`src/rtl/cursor_pkg.sv`:
```
package cursor_pkg;

  // Two-bit cursor pixel codes
  typedef enum logic [1:0] {
    CODE_COLOR0 = 2'd0,
    CODE_COLOR1 = 2'd1,
    CODE_SCREEN = 2'd2,
    CODE_INVERT = 2'd3
  } cur_code_e;

  localparam int CODE_W       = 2;
  localparam int BYTE_W       = 8;
  localparam int PIX_PER_BYTE = BYTE_W / CODE_W;

  // Pick the code of one pixel slot in a pattern byte; slot 0 is the low pair
  function automatic cur_code_e pick_code(input logic [BYTE_W-1:0] b,
                                          input logic [1:0] slot);
    return cur_code_e'(b[slot*CODE_W +: CODE_W]);
  endfunction

endpackage

```
`src/rtl/cursor_linebuf.sv`:
```
module cursor_linebuf #(
  parameter int DEPTH = 16,
  parameter int AW    = $clog2(DEPTH),
  parameter int DW    = 8
) (
  input  logic          clk,
  input  logic          we,
  input  logic [AW-1:0] waddr,
  input  logic [DW-1:0] wdata,
  input  logic [AW-1:0] raddr,
  output logic [DW-1:0] rdata
);

  logic [DW-1:0] mem [DEPTH];

  always_ff @(posedge clk) begin
    if (we) mem[waddr] <= wdata;
  end

  assign rdata = mem[raddr];

endmodule

```
`src/rtl/cursor_fetch.sv`:
```
module cursor_fetch #(
  parameter int POS_W  = 11,
  parameter int HOT_W  = 5,
  parameter int ROW_W  = 6,
  parameter int BIDX_W = 4,
  parameter int DW     = 8,
  parameter int RD_LAT = 2,
  localparam int ADDR_W = ROW_W + BIDX_W,
  localparam int LINE_W = POS_W + 1,
  localparam int DIFF_W = POS_W + 3
) (
  input  logic              clk,
  input  logic              rst,
  input  logic              cur_en,
  input  logic              interlace,
  input  logic              odd_start,
  input  logic [POS_W-1:0]  cur_y,
  input  logic [HOT_W-1:0]  hot_y,
  input  logic [POS_W-1:0]  next_line,
  input  logic              field_odd,
  input  logic              in_hsync,
  input  logic              in_de,
  output logic              mem_req,
  output logic [ADDR_W-1:0] mem_addr,
  input  logic [DW-1:0]     mem_rdata,
  output logic              wr_en,
  output logic [BIDX_W-1:0] wr_idx,
  output logic [DW-1:0]     wr_data,
  output logic              line_valid
);

  localparam logic [BIDX_W-1:0] LAST_IDX = '1;

  logic [LINE_W-1:0] frame_line, top_base;
  logic [DIFF_W-1:0] row_diff;
  logic              row_hit, hs_q, hs_rise, busy;
  logic [BIDX_W-1:0] cnt;
  logic [ROW_W-1:0]  row_q;
  logic              vld_sr [RD_LAT];
  logic [BIDX_W-1:0] idx_sr [RD_LAT];

  // Signed row offset of the coming line inside the cursor box
  assign frame_line = interlace ? {next_line, field_odd} : {1'b0, next_line};
  assign top_base   = interlace ? {cur_y, odd_start}     : {1'b0, cur_y};
  assign row_diff   = DIFF_W'(frame_line) - DIFF_W'(top_base) + DIFF_W'(hot_y);
  assign row_hit    = (row_diff[DIFF_W-1:ROW_W] == '0);
  assign hs_rise    = in_hsync & ~hs_q;

  always_ff @(posedge clk) begin
    if (rst) begin
      hs_q       <= 1'b0;
      busy       <= 1'b0;
      cnt        <= '0;
      row_q      <= '0;
      line_valid <= 1'b0;
      for (int i = 0; i < RD_LAT; i++) begin
        vld_sr[i] <= 1'b0;
        idx_sr[i] <= '0;
      end
    end else begin
      hs_q      <= in_hsync;
      vld_sr[0] <= busy;
      idx_sr[0] <= cnt;
      for (int i = 1; i < RD_LAT; i++) begin
        vld_sr[i] <= vld_sr[i-1];
        idx_sr[i] <= idx_sr[i-1];
      end
      if (vld_sr[RD_LAT-1] && idx_sr[RD_LAT-1] == LAST_IDX) line_valid <= 1'b1;
      if (hs_rise) begin
        line_valid <= 1'b0;
        busy       <= row_hit & cur_en;
        cnt        <= '0;
        row_q      <= row_diff[ROW_W-1:0];
      end else if (busy) begin
        cnt <= cnt + 1'b1;
        if (cnt == LAST_IDX) busy <= 1'b0;
      end
    end
  end

  assign mem_req  = busy;
  assign mem_addr = {row_q, cnt};
  assign wr_en    = vld_sr[RD_LAT-1];
  assign wr_idx   = idx_sr[RD_LAT-1];
  assign wr_data  = mem_rdata;

  // pattern reads stay out of the active region
  assert_fetch_blank_R7: assert property (@(posedge clk) disable iff (rst)
    mem_req |-> !in_de);

  // consecutive reads walk one row's bytes in order
  assert_addr_step_R7: assert property (@(posedge clk) disable iff (rst)
    mem_req && $past(mem_req) && !$past(hs_rise) |->
      mem_addr == ADDR_W'($past(mem_addr) + 1'b1));

  // a disabled cursor issues no read
  assert_no_fetch_off_R8: assert property (@(posedge clk) disable iff (rst)
    hs_rise && !cur_en |=> !mem_req);

endmodule

```
`src/rtl/cursor_pixel_mux.sv`:
```
module cursor_pixel_mux
  import cursor_pkg::*;
#(
  parameter int COLOR_W = 24
) (
  input  logic               clk,
  input  logic               rst,
  input  logic [COLOR_W-1:0] in_pixel,
  input  logic               in_de,
  input  logic               in_hsync,
  input  logic               in_vsync,
  input  logic               hit,
  input  cur_code_e          code,
  input  logic [COLOR_W-1:0] color0,
  input  logic [COLOR_W-1:0] color1,
  output logic [COLOR_W-1:0] out_pixel,
  output logic               out_de,
  output logic               out_hsync,
  output logic               out_vsync
);

  always_ff @(posedge clk) begin
    if (rst) begin
      out_pixel <= '0;
      out_de    <= 1'b0;
      out_hsync <= 1'b0;
      out_vsync <= 1'b0;
    end else begin
      out_de    <= in_de;
      out_hsync <= in_hsync;
      out_vsync <= in_vsync;
      if (!hit) begin
        out_pixel <= in_pixel;
      end else begin
        case (code)
          CODE_COLOR0: out_pixel <= color0;
          CODE_COLOR1: out_pixel <= color1;
          CODE_INVERT: out_pixel <= ~in_pixel;
          default:     out_pixel <= in_pixel;
        endcase
      end
    end
  end

  // no hit means the screen pixel goes through
  assert_pass_outside_R5: assert property (@(posedge clk) disable iff (rst)
    !hit |=> out_pixel == $past(in_pixel));

  // colour codes and inversion
  assert_color0_R3: assert property (@(posedge clk) disable iff (rst)
    hit && code == CODE_COLOR0 |=> out_pixel == $past(color0));

  assert_color1_R3: assert property (@(posedge clk) disable iff (rst)
    hit && code == CODE_COLOR1 |=> out_pixel == $past(color1));

  assert_invert_R3: assert property (@(posedge clk) disable iff (rst)
    hit && code == CODE_INVERT |=> out_pixel == ~$past(in_pixel));

endmodule

```
`src/rtl/cursor_overlay.sv`:
```
module cursor_overlay
  import cursor_pkg::*;
#(
  parameter int POS_W   = 11,
  parameter int HOT_W   = 5,
  parameter int COLOR_W = 24,
  parameter int CUR_DIM = 64,
  parameter int RD_LAT  = 2,
  localparam int IDX_W  = $clog2(CUR_DIM),
  localparam int NBYTES = CUR_DIM / PIX_PER_BYTE,
  localparam int BIDX_W = $clog2(NBYTES),
  localparam int ADDR_W = IDX_W + BIDX_W,
  localparam int XD_W   = POS_W + 2
) (
  input  logic               clk,
  input  logic               rst,
  input  logic               cur_en,
  input  logic               interlace,
  input  logic               odd_start,
  input  logic [POS_W-1:0]   cur_x,
  input  logic [POS_W-1:0]   cur_y,
  input  logic [HOT_W-1:0]   hot_x,
  input  logic [HOT_W-1:0]   hot_y,
  input  logic [COLOR_W-1:0] color0,
  input  logic [COLOR_W-1:0] color1,
  input  logic [POS_W-1:0]   next_line,
  input  logic               field_odd,
  input  logic [POS_W-1:0]   pix_x,
  input  logic               in_de,
  input  logic               in_hsync,
  input  logic               in_vsync,
  input  logic [COLOR_W-1:0] in_pixel,
  output logic               mem_req,
  output logic [ADDR_W-1:0]  mem_addr,
  input  logic [BYTE_W-1:0]  mem_rdata,
  output logic [COLOR_W-1:0] out_pixel,
  output logic               out_de,
  output logic               out_hsync,
  output logic               out_vsync
);

  logic              wr_en, line_valid, x_hit, hit;
  logic [BIDX_W-1:0] wr_idx;
  logic [BYTE_W-1:0] wr_data, rd_byte;
  logic [XD_W-1:0]   col_diff;
  cur_code_e         code;

  cursor_fetch #(
    .POS_W(POS_W), .HOT_W(HOT_W), .ROW_W(IDX_W), .BIDX_W(BIDX_W),
    .DW(BYTE_W), .RD_LAT(RD_LAT)
  ) u_fetch (
    .clk(clk), .rst(rst), .cur_en(cur_en), .interlace(interlace),
    .odd_start(odd_start), .cur_y(cur_y), .hot_y(hot_y),
    .next_line(next_line), .field_odd(field_odd), .in_hsync(in_hsync),
    .in_de(in_de), .mem_req(mem_req), .mem_addr(mem_addr),
    .mem_rdata(mem_rdata), .wr_en(wr_en), .wr_idx(wr_idx),
    .wr_data(wr_data), .line_valid(line_valid)
  );

  // Column offset from the (possibly negative) left edge of the box
  assign col_diff = XD_W'(pix_x) - XD_W'(cur_x) + XD_W'(hot_x);
  assign x_hit    = (col_diff[XD_W-1:IDX_W] == '0);

  cursor_linebuf #(.DEPTH(NBYTES), .AW(BIDX_W), .DW(BYTE_W)) u_buf (
    .clk(clk), .we(wr_en), .waddr(wr_idx), .wdata(wr_data),
    .raddr(col_diff[IDX_W-1:2]), .rdata(rd_byte)
  );

  assign code = pick_code(rd_byte, col_diff[1:0]);
  assign hit  = cur_en & line_valid & in_de & x_hit;

  cursor_pixel_mux #(.COLOR_W(COLOR_W)) u_mux (
    .clk(clk), .rst(rst), .in_pixel(in_pixel), .in_de(in_de),
    .in_hsync(in_hsync), .in_vsync(in_vsync), .hit(hit), .code(code),
    .color0(color0), .color1(color1), .out_pixel(out_pixel),
    .out_de(out_de), .out_hsync(out_hsync), .out_vsync(out_vsync)
  );

  // blank cycles pass the screen pixel
  assert_blank_pass_R10: assert property (@(posedge clk) disable iff (rst)
    !in_de |=> out_pixel == $past(in_pixel));

  // disabled cursor leaves the stream alone
  assert_disabled_pass_R8: assert property (@(posedge clk) disable iff (rst)
    !cur_en |=> out_pixel == $past(in_pixel));

endmodule

```
`config.mk`:
```
export PLATFORM = sky130hd
export DESIGN_NAME = cursor_overlay
export DESIGN_NICKNAME = d
export VERILOG_FILES = /design/src/rtl/cursor_pkg.sv /design/src/rtl/cursor_linebuf.sv /design/src/rtl/cursor_fetch.sv /design/src/rtl/cursor_pixel_mux.sv /design/src/rtl/cursor_overlay.sv
export SDC_FILE = /design/constraint.sdc
export NUM_CORES = 1
export LEC_CHECK = 0
export ABC_AREA = 1
export BUFFER_PORTS_ARGS = -buffer_cell sky130_fd_sc_hd__buf_2
export CORE_MARGIN = 1.5
export CORE_UTILIZATION = 50
export DETAILED_ROUTE_END_ITERATION = 6
export PLACE_DENSITY = 0.72
export SLEW_MARGIN = 0
export SYNTH_ARGS = -nofsm -noshare
export SYNTH_HDL_FRONTEND = slang
export SYNTH_HIERARCHICAL = 1
export SYNTH_SLANG_ARGS = --single-unit
```
`constraint.sdc`:
```
create_clock -name clk -period 4 [get_ports clk]
set_input_delay 0.2 -clock clk [delete_from_list [all_inputs] [get_ports clk]]
set_output_delay 0.2 -clock clk [all_outputs]
set_load 0.02 [all_outputs]
```
==> metrics.csv <==
metric,value,unit
status,completed,
use_met2,39.7,%
pre_cts_ws,-0.0848,ns
global_route.peak_usage_layer,met2,
first_global_vias,8794,
postSynthNetCount,1581,
grt_pass1_wl,41200,um
global_route.overflow_total,0,
area_of_the_mapped_netlist,10600,um^2
timing.rr.start,u_buf/mem[5][7],
hold_path_startpoint,color0[13],
setup_total_negative_slack,0,ns
worst_slew_margin_rel,39.8,%
numPortBuffers,180,
worst_skew_pair.late_latency,0.44,ns
switching_power_summed_over_all_nets,2.67,mW
worstSetupEndpointType,flip-flop,
synth.ff_latch_count,178,
postSynth.topFlopCell,sky130_fd_sc_hd__edfxtp_1,
critical_path.startpoint_type,primary input,
grt_max_degree,39,
cts.htree.levels,4,
synth.yosys.seq_area_share,45.6,%
final-instance-count-excl-fill,1856,
mean_area_per_synthesized_cell,7.60,um^2
post_drt_wl_per_cell,13.9,um
timing.critical_path.fanout_max,32,
report.final.slew_viol_count,0,
clk_pin_slew,0.08,ns
worstHoldPathCells,5,
logic_depth_of_the_worst_register_to_register_path,14,
synth_top_family_by_area,simple AND/OR/NAND/NOR gates,
ranking_of_synthesized_cells_by_instance_count,"413 x sky130_fd_sc_hd__nand2_1, 230 x sky130_fd_sc_hd__inv_1, 206 x sky130_fd_sc_hd__nand3_1, 131 x sky130_fd_sc_hd__nor2_1, 128 x sky130_fd_sc_hd__edfxtp_1",
clk_root_buffer_cell,sky130_fd_sc_hd__clkbuf_16,
cts_tree,done,
start_util,50.7,%
clock_power_share,26.3,%
finalHoldViolCount,0,
fin_crit,3.63,ns
num_rows,53,
power.density,523,nW/um^2
synth_compound_area_share,3.53,%
grt_setup_unrepaired,false,
use_met1,30.0,%
place_area,11800,um^2
fillers,1908,
clock_skew,0.0158,ns
total_clock_buffers_created_by_cts,17,
finalWeightedCongestion,0.878,
finish.net_count,1748,
number_of_synthesized_flops_with_an_enable_pin,128,
critPathKind,primary input to flip-flop,
sequentialPowerShare,30.8,%
grtUsageMet3,4.43,%
chipHeight,149,um
post-synth-top-area-fraction,36.1,%
holdPathEnd,u_mux/out_pixel[13],
fmax,0.276,GHz
post_synth_fa_ha_maj_area_fraction,4.75,%
hold-worst-slack,0.0632,ns
synth_cell_type_count,44,
synth.top_cells.by_area,"sky130_fd_sc_hd__edfxtp_1 36%, sky130_fd_sc_hd__nand2_1 15%, sky130_fd_sc_hd__nand3_1 9.7%, sky130_fd_sc_hd__dfxtp_1 9.4%, sky130_fd_sc_hd__inv_1 8.1%",
cap_violations,0,
dp.cells,1819,
core_area,21000,um^2
die_w,149,um
postLayoutCoreUtil,59.4,%
crit-reg2reg-capture,u_mux/out_pixel[5],
postCtsSetupRepairBufs,0,
clk_sinks,178,
top_level_ports,181,
final_min_period_over_clock_period,90.6,%
proportion_of_power_drawn_by_combinational_gates,42.9,%
setup_ws,0.375,ns
netlist_instances,1400,
fin_area,12500,um^2
worst_ep_arrival_time,3.95,ns
synth_async_sr_flop_share,0,%
via_count,9335,
layout-drive-gt1-share,18.2,%
floorplan.die_area,22200,um^2
synthDominantAreaCellType,sky130_fd_sc_hd__edfxtp_1,
timing_worst_slew_pin_value,0.900,ns
final-setup-viol-count,0,
most_frequent_cell_after_synthesis,sky130_fd_sc_hd__nand2_1,
area_growth_syn_to_layout,17.1,%
number_of_antenna_violations_at_the_first_check_in_global_routing,1,
crit_required,4.33,ns
synth.area.mux_share,0.388,%
synth-warning-count,6,
p_sw_share,41.0,%
antenna_left,0,
min_path_type,primary input to flip-flop,
irDropWorstVdd,0.000354,V
synth_simple_gate_area_share,32.4,%
p_int,3.84,mW
hpwl,18400,um
max-clock-path-buffers,2,
grtUsageTotal,23.5,%
regToRegSetupSlack,1.90,ns
detail_route.first_pass.iterations,6,
detail_route.iter0.violations,540,
static-leakage-power,6.26,nW
post_synth_xor_area_fraction,1.29,%
finalWirelength,25900,um
post-layout-total-power,6.51,mW
detail_route.drc_violations,0,
routed_via_density,5.03,
[metal layers]
layer	up-vias	share of wire (%)
met4	0	1.8
met2	326	49
met3	37	7.1
met5	-	0
met1	4215	42
li1	4757	-
[cells in the final DEF, fill, tap and decap left out, types with 5 or more instances in the layout]
master | synthesis | layout
sky130_fd_sc_hd__inv_1 | 230 | 230
sky130_fd_sc_hd__o21ai_0 | 21 | 21
sky130_fd_sc_hd__a21oi_1 | 23 | 23
sky130_fd_sc_hd__nand3_2 | 6 | 6
sky130_fd_sc_hd__nand4_1 | 9 | 9
sky130_fd_sc_hd__nor2_1 | 131 | 131
sky130_fd_sc_hd__inv_2 | 6 | 5
sky130_fd_sc_hd__xor2_1 | 7 | 6
sky130_fd_sc_hd__nand2_2 | 15 | 15
sky130_fd_sc_hd__dfxtp_1 | 50 | 50
sky130_fd_sc_hd__edfxtp_1 | 128 | 128
sky130_fd_sc_hd__nand3_1 | 206 | 206
sky130_fd_sc_hd__buf_4 | 19 | 21
sky130_fd_sc_hd__nor3_1 | 5 | 5
sky130_fd_sc_hd__clkbuf_16 | 0 | 18
sky130_fd_sc_hd__nor2_2 | 5 | 5
sky130_fd_sc_hd__ha_1 | 34 | 34
sky130_fd_sc_hd__buf_2 | 24 | 180
sky130_fd_sc_hd__nand2_1 | 413 | 413
[worst max-delay path, stage by stage]
cell and delay (ns):
sky130_fd_sc_hd__buf_2 0.10, sky130_fd_sc_hd__ha_1 0.22, sky130_fd_sc_hd__fa_1 0.40, sky130_fd_sc_hd__xnor2_1 0.20, sky130_fd_sc_hd__ha_1 0.27, sky130_fd_sc_hd__a21o_1 0.20
sky130_fd_sc_hd__a31oi_1 0.23, sky130_fd_sc_hd__xor2_2 0.26, sky130_fd_sc_hd__buf_6 0.32, sky130_fd_sc_hd__nand3_1 0.13, sky130_fd_sc_hd__nand3_1 0.11, sky130_fd_sc_hd__nand3_1 0.12
sky130_fd_sc_hd__nand2_1 0.08, sky130_fd_sc_hd__o21ai_0 0.14, sky130_fd_sc_hd__o22ai_4 0.35, sky130_fd_sc_hd__inv_1 0.13, sky130_fd_sc_hd__buf_12 0.18, sky130_fd_sc_hd__nand3_1 0.07
sky130_fd_sc_hd__nand3_1 0.09, sky130_fd_sc_hd__nor2_1 0.11, sky130_fd_sc_hd__nor2_1 0.04
[sequential cells by signal, summed over array words and instances, names as in the netlist]
| name | flops |
|---|---|
| u_mux/out_hsync | 1 |
| u_fetch/line_valid | 1 |
| u_buf/mem | 128 |
| u_fetch/cnt | 4 |
| u_fetch/row_q | 6 |
| u_fetch/hs_q | 1 |
| u_fetch/vld_sr | 2 |
| u_mux/out_vsync | 1 |
| u_fetch/idx_sr | 8 |
| u_mux/out_pixel | 24 |
| u_mux/out_de | 1 |
| u_fetch/mem_req | 1 |
[power groups by stage]
stage               Clock [mW]  Combinational (mW)  Sequential (mW)
floorplan                    0                1.93             2.08
global placement             0                2.66             2.05
detailed placement           0                2.70             2.05
CTS                       1.75                2.71             2.01
global route              1.82                3.13             2.01
finish                    1.71                2.79             2.01
[worst max path at each step]
stage | startpoint | end | slack (ns)
2_1_floorplan | pix_x[0] | u_mux/out_pixel[14] | 0.33
3_3_place_gp | cur_x[0] | u_mux/out_pixel[14] | 0.005
3_5_place_dp | cur_x[0] | u_mux/out_pixel[20] | -0.08
4_1_cts | cur_x[0] | u_mux/out_pixel[20] | 0.37
5_1_grt | cur_x[0] | u_mux/out_pixel[12] | 0.07
6_report | cur_x[0] | u_mux/out_pixel[2] | 0.37
[cell type report]
type | count | area [um^2] | share of cell area [%]
flip-flops and latches | 178 | 4840 | 38.9
multi-input cells | 924 | 4560 | 36.6
repair buffers | 210 | 1190 | 9.56
inverters | 236 | 888 | 7.13
clock buffers | 18 | 450 | 3.62
well taps | 275 | 344 | 2.76
clock inverters | 14 | 175 | 1.41
diodes | 1 | 2.50 | 0.0201
[cell families after synthesis]
| family | Yosys count |
|---|---|
| simple gates | 803 |
| fa+ha+maj | 38 |
| buf+inv | 299 |
| mux | 4 |
| flops | 178 |
| xor+xnor | 14 |
| compound gates | 64 |
[what timing repair did]
action / 4_1_cts / 5_1_grt
endpoints found under the setup margin: 0 / 22
resized for setup: 0 / 6
endpoints found under the hold margin: 3 / 0
hold buffers: 3 / 0
Power figures use the tool's default switching activity.
